## config.mk

```make
export PLATFORM = sky130hd
export DESIGN_NAME = priv_gate
export DESIGN_NICKNAME = d
export VERILOG_FILES = /design/src/rtl/priv_gate_pkg.sv /design/src/rtl/priv_gate_decode.sv /design/src/rtl/priv_gate_check.sv /design/src/rtl/priv_gate_regs.sv /design/src/rtl/priv_gate_faultlog.sv /design/src/rtl/priv_gate.sv
export SDC_FILE = /design/constraint.sdc
export NUM_CORES = 1
export LEC_CHECK = 0
export BUFFER_PORTS_ARGS = -buffer_cell sky130_fd_sc_hd__buf_2
export CORE_MARGIN = 2
export CORE_UTILIZATION = 48
export DETAILED_ROUTE_END_ITERATION = 12
export PLACE_DENSITY = 0.91
export SLEW_MARGIN = 15
export SYNTH_ARGS = -nofsm -noshare
export SYNTH_HDL_FRONTEND = slang
export SYNTH_SLANG_ARGS = --single-unit
```

## constraint.sdc

```tcl
create_clock -name clk -period 6.8 [get_ports clk]
set_input_delay 1.36 -clock clk [delete_from_list [all_inputs] [get_ports clk]]
set_output_delay 1.36 -clock clk [all_outputs]
set_load 0.01 [all_outputs]
```

## src/rtl/priv_gate_pkg.sv

```systemverilog
// Package: shared constants for the privilege access checker.
// Assumes a 32-bit data bus; register offsets are word offsets.
package priv_gate_pkg;
    localparam int unsigned DATA_W         = 32;
    localparam int unsigned ALIAS_W        = 2;
    localparam int unsigned REG_OFF_W      = 2;
    localparam int unsigned STAT_VALID_BIT = 8;

    // Word offsets inside the checker's own register space.
    localparam logic [REG_OFF_W-1:0] REG_MASK  = 2'd0;
    localparam logic [REG_OFF_W-1:0] REG_IRQEN = 2'd1;
    localparam logic [REG_OFF_W-1:0] REG_STAT  = 2'd2;

    // Address window selected by the alias field.
    typedef enum logic [ALIAS_W-1:0] {
        WIN_PLAIN  = 2'd0,
        WIN_SET    = 2'd1,
        WIN_CLEAR  = 2'd2,
        WIN_TOGGLE = 2'd3
    } win_e;
endpackage

```

## src/rtl/priv_gate_decode.sv

```systemverilog
// Address decoder: splits a request address into register-space select,
// peripheral index and register word offset. The alias field is removed
// on purpose, so every window of a peripheral yields the same index.
// Assumes the layout {regsel, alias[1:0], index, slot offset}.
module priv_gate_decode
    import priv_gate_pkg::*;
#(
    parameter int unsigned SLOT_BITS = 10,
    parameter int unsigned IDX_W     = 5,
    localparam int unsigned WIN_LSB  = SLOT_BITS + IDX_W,
    localparam int unsigned REG_BIT  = WIN_LSB + ALIAS_W,
    localparam int unsigned AW       = REG_BIT + 1
) (
    input  logic [AW-1:0]        addr,
    output logic                 is_reg,
    output logic [IDX_W-1:0]     idx,
    output logic [REG_OFF_W-1:0] reg_off
);
    win_e window;
    logic unused_bits;

    // Field extraction; the window is only decoded, never used for the check.
    always_comb begin
        is_reg  = addr[REG_BIT];
        idx     = addr[SLOT_BITS +: IDX_W];
        reg_off = addr[2 +: REG_OFF_W];
        window  = win_e'(addr[WIN_LSB +: ALIAS_W]);
    end

    assign unused_bits = ^{window, addr[1:0], addr[SLOT_BITS-1:2+REG_OFF_W]};
endmodule

```

## src/rtl/priv_gate_check.sv

```systemverilog
// Access decision: compares the request privilege with the mask bit of the
// addressed peripheral. Register-space requests need privilege always.
// Pure combinational; assumes inputs are stable for the whole cycle.
module priv_gate_check #(
    parameter int unsigned NUM_PERIPH = 32,
    localparam int unsigned IDX_W     = $clog2(NUM_PERIPH)
) (
    input  logic                  req_valid,
    input  logic                  req_priv,
    input  logic                  is_reg,
    input  logic [IDX_W-1:0]      idx,
    input  logic [NUM_PERIPH-1:0] mask,
    output logic                  allow,
    output logic                  fault,
    output logic [IDX_W-1:0]      fault_idx
);
    localparam logic [IDX_W-1:0] RSVD_IDX = IDX_W'(NUM_PERIPH - 1);

    // Decide allow/deny and the index to log on a refusal.
    always_comb begin
        if (is_reg) begin
            allow     = req_priv;
            fault_idx = RSVD_IDX;
        end else begin
            allow     = req_priv | ~mask[idx];
            fault_idx = idx;
        end
        fault = req_valid & ~allow;
    end
endmodule

```

## src/rtl/priv_gate_regs.sv

```systemverilog
// Register bank: per-peripheral protection mask, interrupt enable and
// the read mux for the status word. Writes arrive pre-qualified
// (privileged, register space). Assumes NUM_PERIPH <= DATA_W.
module priv_gate_regs
    import priv_gate_pkg::*;
#(
    parameter int unsigned NUM_PERIPH = 32,
    localparam int unsigned IDX_W     = $clog2(NUM_PERIPH)
) (
    input  logic                  clk,
    input  logic                  rst_n,
    input  logic                  wr_en,
    input  logic [REG_OFF_W-1:0]  reg_off,
    input  logic [DATA_W-1:0]     wdata,
    input  logic                  fault_valid,
    input  logic [IDX_W-1:0]      fault_idx,
    output logic [NUM_PERIPH-1:0] mask,
    output logic                  irq_en,
    output logic                  stat_clr,
    output logic [DATA_W-1:0]     rdata
);
    logic mask_we;
    logic en_we;

    // Write strobes per register.
    always_comb begin
        mask_we  = wr_en && (reg_off == REG_MASK);
        en_we    = wr_en && (reg_off == REG_IRQEN);
        stat_clr = wr_en && (reg_off == REG_STAT) && wdata[STAT_VALID_BIT];
    end

    // One flop per peripheral protection bit.
    for (genvar i = 0; i < NUM_PERIPH; i++) begin : g_slot
        always_ff @(posedge clk) begin
            if (!rst_n)       mask[i] <= 1'b0;
            else if (mask_we) mask[i] <= wdata[i];
        end
    end

    // Interrupt enable flop.
    always_ff @(posedge clk) begin
        if (!rst_n)     irq_en <= 1'b0;
        else if (en_we) irq_en <= wdata[0];
    end

    // Read mux over the register words.
    always_comb begin
        rdata = '0;
        unique case (reg_off)
            REG_MASK:  rdata = DATA_W'(mask);
            REG_IRQEN: rdata = DATA_W'(irq_en);
            REG_STAT:  rdata = DATA_W'(fault_idx)
                             | (DATA_W'(fault_valid) << STAT_VALID_BIT);
            default:   rdata = '0;
        endcase
    end
endmodule

```

## src/rtl/priv_gate_faultlog.sv

```systemverilog
// Fault log: captures the index of the first refused request and holds it
// until software clears the flag. Assumes a clear and a new fault never
// coincide (one bus request per cycle); the clear wins if they do.
module priv_gate_faultlog #(
    parameter int unsigned IDX_W = 5
) (
    input  logic             clk,
    input  logic             rst_n,
    input  logic             fault,
    input  logic [IDX_W-1:0] fault_idx_in,
    input  logic             clr,
    output logic             valid,
    output logic [IDX_W-1:0] idx
);
    // Sticky first-fault capture with write-one-to-clear.
    always_ff @(posedge clk) begin
        if (!rst_n) begin
            valid <= 1'b0;
            idx   <= '0;
        end else if (clr) begin
            valid <= 1'b0;
        end else if (fault && !valid) begin
            valid <= 1'b1;
            idx   <= fault_idx_in;
        end
    end
endmodule

```

## src/rtl/priv_gate.sv

```systemverilog
// Top: per-peripheral privilege gate on a single-cycle bus. Decodes the
// target, applies the one-bit-per-peripheral mask, forwards allowed
// peripheral requests, answers register requests locally and logs faults.
// Assumes one request per cycle and a peripheral that answers reads in the
// same cycle. No wait states are added.
module priv_gate
    import priv_gate_pkg::*;
#(
    parameter int unsigned NUM_PERIPH = 32,
    parameter int unsigned SLOT_BITS  = 10,
    localparam int unsigned IDX_W     = $clog2(NUM_PERIPH),
    localparam int unsigned AW        = SLOT_BITS + IDX_W + ALIAS_W + 1
) (
    input  logic              clk,
    input  logic              rst_n,
    input  logic              req_valid,
    input  logic              req_write,
    input  logic              req_priv,
    input  logic [AW-1:0]     req_addr,
    input  logic [DATA_W-1:0] req_wdata,
    output logic [DATA_W-1:0] rsp_rdata,
    output logic              rsp_err,
    output logic              per_valid,
    output logic              per_write,
    output logic [AW-1:0]     per_addr,
    output logic [DATA_W-1:0] per_wdata,
    input  logic [DATA_W-1:0] per_rdata,
    output logic              irq
);
    logic                  is_reg;
    logic [IDX_W-1:0]      dec_idx;
    logic [REG_OFF_W-1:0]  reg_off;
    logic [NUM_PERIPH-1:0] priv_mask;
    logic                  irq_en;
    logic                  allow;
    logic                  fault;
    logic [IDX_W-1:0]      fault_idx_new;
    logic                  fault_valid;
    logic [IDX_W-1:0]      fault_idx;
    logic                  stat_clr;
    logic                  reg_wr;
    logic [DATA_W-1:0]     reg_rdata;

    priv_gate_decode #(.SLOT_BITS(SLOT_BITS), .IDX_W(IDX_W)) u_decode (
        .addr    (req_addr),
        .is_reg  (is_reg),
        .idx     (dec_idx),
        .reg_off (reg_off)
    );

    priv_gate_check #(.NUM_PERIPH(NUM_PERIPH)) u_check (
        .req_valid (req_valid),
        .req_priv  (req_priv),
        .is_reg    (is_reg),
        .idx       (dec_idx),
        .mask      (priv_mask),
        .allow     (allow),
        .fault     (fault),
        .fault_idx (fault_idx_new)
    );

    // Register writes only for allowed (hence privileged) register requests.
    assign reg_wr = req_valid && req_write && is_reg && allow;

    priv_gate_regs #(.NUM_PERIPH(NUM_PERIPH)) u_regs (
        .clk         (clk),
        .rst_n       (rst_n),
        .wr_en       (reg_wr),
        .reg_off     (reg_off),
        .wdata       (req_wdata),
        .fault_valid (fault_valid),
        .fault_idx   (fault_idx),
        .mask        (priv_mask),
        .irq_en      (irq_en),
        .stat_clr    (stat_clr),
        .rdata       (reg_rdata)
    );

    priv_gate_faultlog #(.IDX_W(IDX_W)) u_log (
        .clk          (clk),
        .rst_n        (rst_n),
        .fault        (fault),
        .fault_idx_in (fault_idx_new),
        .clr          (stat_clr),
        .valid        (fault_valid),
        .idx          (fault_idx)
    );

    // Forwarding path and same-cycle response.
    always_comb begin
        per_valid = req_valid && allow && !is_reg;
        per_write = req_write;
        per_addr  = req_addr;
        per_wdata = req_wdata;
        rsp_err   = fault;
        if (!req_valid || !allow) rsp_rdata = '0;
        else if (is_reg)          rsp_rdata = reg_rdata;
        else                      rsp_rdata = per_rdata;
    end

    // Level interrupt from the latched flag.
    assign irq = fault_valid && irq_en;
endmodule

```

==> results of run 1 <==
-- how the worst max path moves through the flow --
stage	slack, ps	endpoint
after floorplan	2210	rsp_rdata[22]
after global placement	1600	rsp_rdata[31]
after detailed placement	1520	rsp_rdata[31]
after CTS	1510	rsp_rdata[31]
after global routing	1290	rsp_rdata[31]
final	1460	rsp_rdata[13]
-- sequential cells by signal, indices dropped and copies added, names as in the netlist --
register	flops
u_regs.irq_en	1
u_log.idx	5
u_regs.mask	32
u_log.valid	1
-- stage by stage --
step | instances | hold WS (ps) | utilization
after floorplan | 377 | 435 | -
final | 536 | 478 | 0.575
after global placement | 527 | 443 | 0.552
after CTS | 535 | 479 | 0.572
after detailed placement | 527 | 468 | 0.552
after global routing | 536 | 488 | 0.575
-- critical path, cell delays in order --
cell and delay, ps:
buf_2 600, nor2b_1 460, nor2b_2 1020, a21oi_1 210
nor2_1 160, buf_2 150
-- layout make-up --
| type | count | area (um2) |
|---|---|---|
| sequential | 39 | 781 |
| timing repair buffer | 154 | 791 |
| clock inverter | 2 | 35.0 |
| tap | 75 | 93.8 |
| fill | 558 | 2530 |
| multi-input combinational | 255 | 1630 |
| clock buffer | 6 | 82.6 |
| inverter | 5 | 18.8 |
-- power breakdown --
group	internal, uW	leakage [uW]	switching, uW
clock	119	0.0000612	85.1
sequential	232	0.000315	3.06
combinational	52.4	0.00124	67.0
-- cells by family after synthesis --
group | Yosys count | synth area share
compound gates | 45 | 0.0866
buf+inv | 83 | 0.192
flops | 39 | 0.264
mux | 59 | 0.227
simple gates | 151 | 0.231
-- cells in the final DEF (no fill, tap or decap), types with 6 or more instances in the layout --
master,count
buf_2,151
nand2_1,70
clkbuf_8,6
mux2i_1,48
dfxtp_1,39
nor2_1,34
nor2b_1,33
a21oi_1,32
mux2_2,6
-- cells in the mapped netlist --
| cell type | count |
|---|---|
| a21oi_1 | 32 |
| a221o_1 | 1 |
| a221oi_1 | 3 |
| a221oi_2 | 1 |
| and2_1 | 1 |
| buf_12 | 1 |
| buf_2 | 3 |
| buf_4 | 51 |
| buf_6 | 2 |
| bufbuf_16 | 1 |
| clkbuf_1 | 19 |
| clkbuf_2 | 1 |
| dfxtp_1 | 39 |
| inv_1 | 5 |
| mux2_2 | 6 |
| mux2i_1 | 48 |
| mux4_1 | 3 |
| mux4_2 | 2 |
| nand2_1 | 70 |
| nand2b_1 | 2 |
| nand3_1 | 2 |
| nand3b_1 | 1 |
| nor2_1 | 35 |
| nor2b_1 | 34 |
| nor3_1 | 2 |
| nor4_1 | 1 |
| nor4b_1 | 1 |
| o211ai_1 | 1 |
| o21ai_0 | 5 |
| o21ai_1 | 1 |
| o31ai_1 | 1 |
| or3_2 | 1 |
| or4_1 | 1 |
-- routing by layer --
metal,track usage,vias up,part of all wire
li1,-,1367,-
met5,0,-,0
met4,0.0770,0,0.014
met3,0.0478,14,0.065
met1,0.247,1270,0.40
met2,0.385,108,0.52
==> impl_results.md, run 1 <==
- Post-synth cell types: 33
- Final hold violation count: 0
- Syn-to-layout area delta: 15.8%
- Status: finished, final reports clean
- Hold EP: u_regs.mask[17]$_SDFFE_PN0P_
- Hold path cells: 2
- Vias per inst: approximately 5
- Worst-margin pin slew: 1180 ps
- Mean area per synthesized cell: 7.85 um2
- CP arrival: about 4000 ps
- Final Skew: 6.71 ps
- Required @ worst endpoint: 5440 ps
- Period minus WS final: about 5300 ps
- Clk sinks: 39
- TritonCTS clock tree: built
- Vias in the first global route: 2530
- DIE WIDTH: 82.5 um
- Kind of critical path: in2out
- Final Net Count: about 550
- Final Setup Violations: 0
- Starting density of the core: 0.497
- Die Area: 6810 um2
- Cells after Synth: 377
- CP Launch Point: req_addr[17]
- R2R cell count: 5
- Final period util: 0.785
- Sequential area share after synthesis: 0.264
- Max-slew violations: 0
- Mapped Nets: 464
- Routed Antenna Nets: 0
- Router iterations before antenna repair: 4
- WL/cell: around 14 um
- Area contributors post-synth: dfxtp_1, mux2i_1, buf_4
- Relative slew slack: 0.212
- Core area: 5960 um2
- DRT iter0 DRCs: 188
- Clock latency on the worst-skew pair: 290 ps
- Layout cell share with drive strength beyond 1: 0.380
- I/O Pins: 173
- Die Y: 82.5 um
- GR Overflow Total: 0
- Worst setup SP type: input port
- Initial antenna violation count: 0
- Post-route setup slack: 1460 ps
- FF-to-FF End: u_log.idx[4]$_SDFFE_PN0P_
- Tot GR Track Use: 0.214
- Reg-to-Reg Start: u_regs.mask[4]$_SDFFE_PN0P_
- Post-Place Setup Slack: around 1500 ps
- H-tree depth: 2
- # diodes: 0
- Post CTS Setup Buffer Count: 0
- Power density over the cells: 163 nW/um2
- Unrepaired setup endpoints after global routing: false
- Critical Path Sink Type: output pin
- Clk root buf: clkbuf_8
- IO buf count: 152
- Resized cells post-CTS: 0
- Worst-path fanout max: 45
- Vias: 2759
- Cell area after layout: 3430 um2
- F_max: 187 MHz
- Placed Area: roughly 3300 um2
- Residual DRC count: 0
- Yosys reg bits: 39
- Worst-path clk slew: 70 ps
- Mapped Area: 2960 um2
- Clock buffer depth: 2
- Hold buffers post-CTS: 0
- Overall Power: 559 uW
- Largest net degree at the start of global routing: 75
- Yosys top cell by area: dfxtp_1
- Hold_sp: u_regs.mask[17]$_SDFFE_PN0P_
- Type of the most critical hold path: reg2reg
- Rows: 28
- Maximum VDD drop: 0.0000918 V
- DRT Wirelength: 7500 um
- Synth top area share: 0.264
- Leak: roughly 0.0016 uW
- Flop2flop setup slack: 4420 ps
- CTS Buf Count: 5
- Yosys warnings: 0
- First-pass GRT wire length: between 10000 and 15000 um
- Post-DP HPWL: roughly 5500 um
- TNS Setup: 0 ps
- GP Congestion: 0.828
- Max cap viols: 0
No activity file was read; power rests on OpenSTA's default activity.
==> run 2: changes to the inputs <==
- CORE_UTILIZATION: 48 -> 40
- PLACE_DENSITY: 0.91 -> 0.81
- clock period: 6.8 -> 4.9 ns (I/O delays scaled with it)
==> impl_results.md, run 2 (synthesis gave the netlist of run 1 again) <==
- Hold buffers post-CTS: 0 (unchanged)
- Post-route setup slack: 647 ps (-815 ps)
- Final period util: 0.868
- Final Net Count: 552 (+0.91%)
- Die Area: 8110 um2 (+19%)
- Worst-path clk slew: 80 ps (about the same)
- TNS Setup: 0 ps (unchanged)
- Routed Antenna Nets: 0 (unchanged)
- Critical Path Sink Type: output pin
- Die Y: 90.0 um (+9.1%)
- Post CTS Setup Buffer Count: 0 (unchanged)
- DRT iter0 DRCs: 165 (-12%)
- TritonCTS clock tree: built
- Resized cells post-CTS: 0 (unchanged)
- Switch share: 0.261 (-0.0163)
- Core area: 7210 um2 (+21%)
- Type of the most critical hold path: reg2reg
- Final Skew: 12.4 ps (+5.68 ps)
- F_max: 235 MHz
- CP arrival: 3270 ps (-710 ps)
- Worst-path fanout max: 17 (-62%)
- Vias: 2746 (-0.47%)
- Largest net degree at the start of global routing: 47 (-37%)
- Starting density of the core: 0.410 (-0.0867)
- Flop2flop setup slack: 2480 ps (-1940 ps)
- First-pass GRT wire length: 12500 um (+11%)
- Clk root buf: clkbuf_8
- DIE WIDTH: 90.0 um (+9.1%)
- Largest regs: u_regs.mask x32, u_log.idx x5
- # diodes: 0 (unchanged)
- Finished Core Util: 0.488 (-0.0876)
- Maximum VDD drop: 0.000152 V (+65%)
- Placed Cells: 557 (+5.7%)
- Max-slew violations: 0 (unchanged)
- Worst setup SP type: input port
- Clock latency on the worst-skew pair: 290 ps (about the same)
- Post-DP HPWL: 5940 um (+8.2%)
- Syn-to-layout area delta: 18.9%
- H-tree depth: 2 (unchanged)
- Required @ worst endpoint: 3920 ps (-1520 ps)
- Clock buffer depth: 2 (unchanged)
- Worst-margin pin slew: 716 ps (-461 ps)
- Status: finished, final reports clean
- Power density over the cells: 232 nW/um2 (+42%)
- Layout cell share with drive strength beyond 1: 0.384 (+0.00451)
- Relative slew slack: 0.522 (+0.311)
- P_int: 602 uW (+49%)
- Tot GR Track Use: 0.187 (-0.0267)
- Switching power total: 213 uW (+37%)
- Final hold violation count: 0 (unchanged)
- Largest Register: u_regs.mask
- I/O Pins: 173 (unchanged)
- Non-filler cells, final: 565 (+5.4%)
- Rows: 31 (+11%)
- Kind of critical path: in2out
- Final Setup Violations: 0 (unchanged)
- Logic pwr share: 0.209 (-0.005)
- Leak: 0.00164 uW (+1.9%)
- Period minus WS final: 4250 ps
- Most common cell after layout, fill and taps aside: buf_2
- Clock Power Share: 0.390 (+0.025)
- DRT Wirelength: 7760 um (+3.4%)
- Unrepaired setup endpoints after global routing: false
- Commonest cells after routing, fill and taps aside: buf_2, nand2_1, mux2i_1
- Max cap viols: 0 (unchanged)
- Post-Place Setup Slack: 671 ps (-852 ps)
- GR Overflow Total: 0 (unchanged)
- Router iterations before antenna repair: 4 (unchanged)
- Max reg flops: 32 (unchanged)
- Fillers: 730 (+31%)
- Residual DRC count: 0 (unchanged)
- GP Congestion: 0.802 (-3.1%)
- Reg power frac: 0.401 (-0.020)
- Clk sinks: 39 (unchanged)
- WL/cell: 13.7 um (-1.9%)
- Initial antenna violation count: 0 (unchanged)
- Vias per inst: 4.86 (-5.6%)
- CTS Buf Count: 5 (unchanged)
- IO buf count: 152 (unchanged)
- Vias in the first global route: 2541 (+0.43%)
[run 2: cell types whose count changed in the layout (fill, tap and decap cells not counted)]
| cell | delta |
|---|---|
| clkinv_2 | -1 |
| clkbuf_8 | -1 |
| bufinv_16 | +1 |
| buf_4 | +3 |
| buf_12 | +1 |
| buf_2 | +1 |
| clkbuf_1 | +1 |
[run 2: stage by stage]
stage          hold WS (ps)  power, uW  cell area [um2]
2_1_floorplan           435        462             2960
3_3_place_gp            453        502             3390
3_5_place_dp            460        506             3390
4_1_cts                 467        821             3520
5_1_grt                 481        849             3520
6_report                466        815             3520
[run 2: worst paths after layout]
check,cells past startpoint,to,start
setup / recovery,8,rsp_rdata[15],req_addr[10]
setup reg to reg,6,u_regs.mask[3]$_SDFFE_PN0P_,u_regs.mask[7]$_SDFFE_PN0P_
hold reg to reg,2,u_log.idx[4]$_SDFFE_PN0P_,u_log.idx[4]$_SDFFE_PN0P_
hold / removal,2,u_log.idx[4]$_SDFFE_PN0P_,u_log.idx[4]$_SDFFE_PN0P_
[run 2: worst max-delay path: stages]
cell      delay [ps]
buf_2            370
mux4_1           600
mux2_2           280
a221oi_1         440
o21ai_2          100
buf_4            210
nor2_1           140
buf_2            140
[run 2: layout make-up]
cell class | count | area (um2) | area share
repair buffers | 159 | 838 | 0.238
well taps | 99 | 124 | 0.0352
flip-flops and latches | 39 | 781 | 0.222
inverters | 5 | 18.8 | 0.00533
clock buffers | 6 | 72.6 | 0.0206
clock inverters | 2 | 60.1 | 0.0171
multi-input cells | 255 | 1630 | 0.462
[run 2: per-layer routing]
metal	part of all wire	track usage	vias to the layer above	routed length, um
met5	0	0	-	0
met4	0.013	0.0410	0	97
met3	0.058	0.0369	12	451
met2	0.47	0.322	106	3660
met1	0.46	0.243	1249	3550
li1	-	-	1379	-
[run 2: power by group through the flow]
stage          combinational [uW]  clock (uW)  sequential, uW
2_1_floorplan                 129           0             332
3_3_place_gp                  168           0             334
3_5_place_dp                  172           0             334
4_1_cts                       172         322             327
5_1_grt                       188         333             327
6_report                      170         318             327
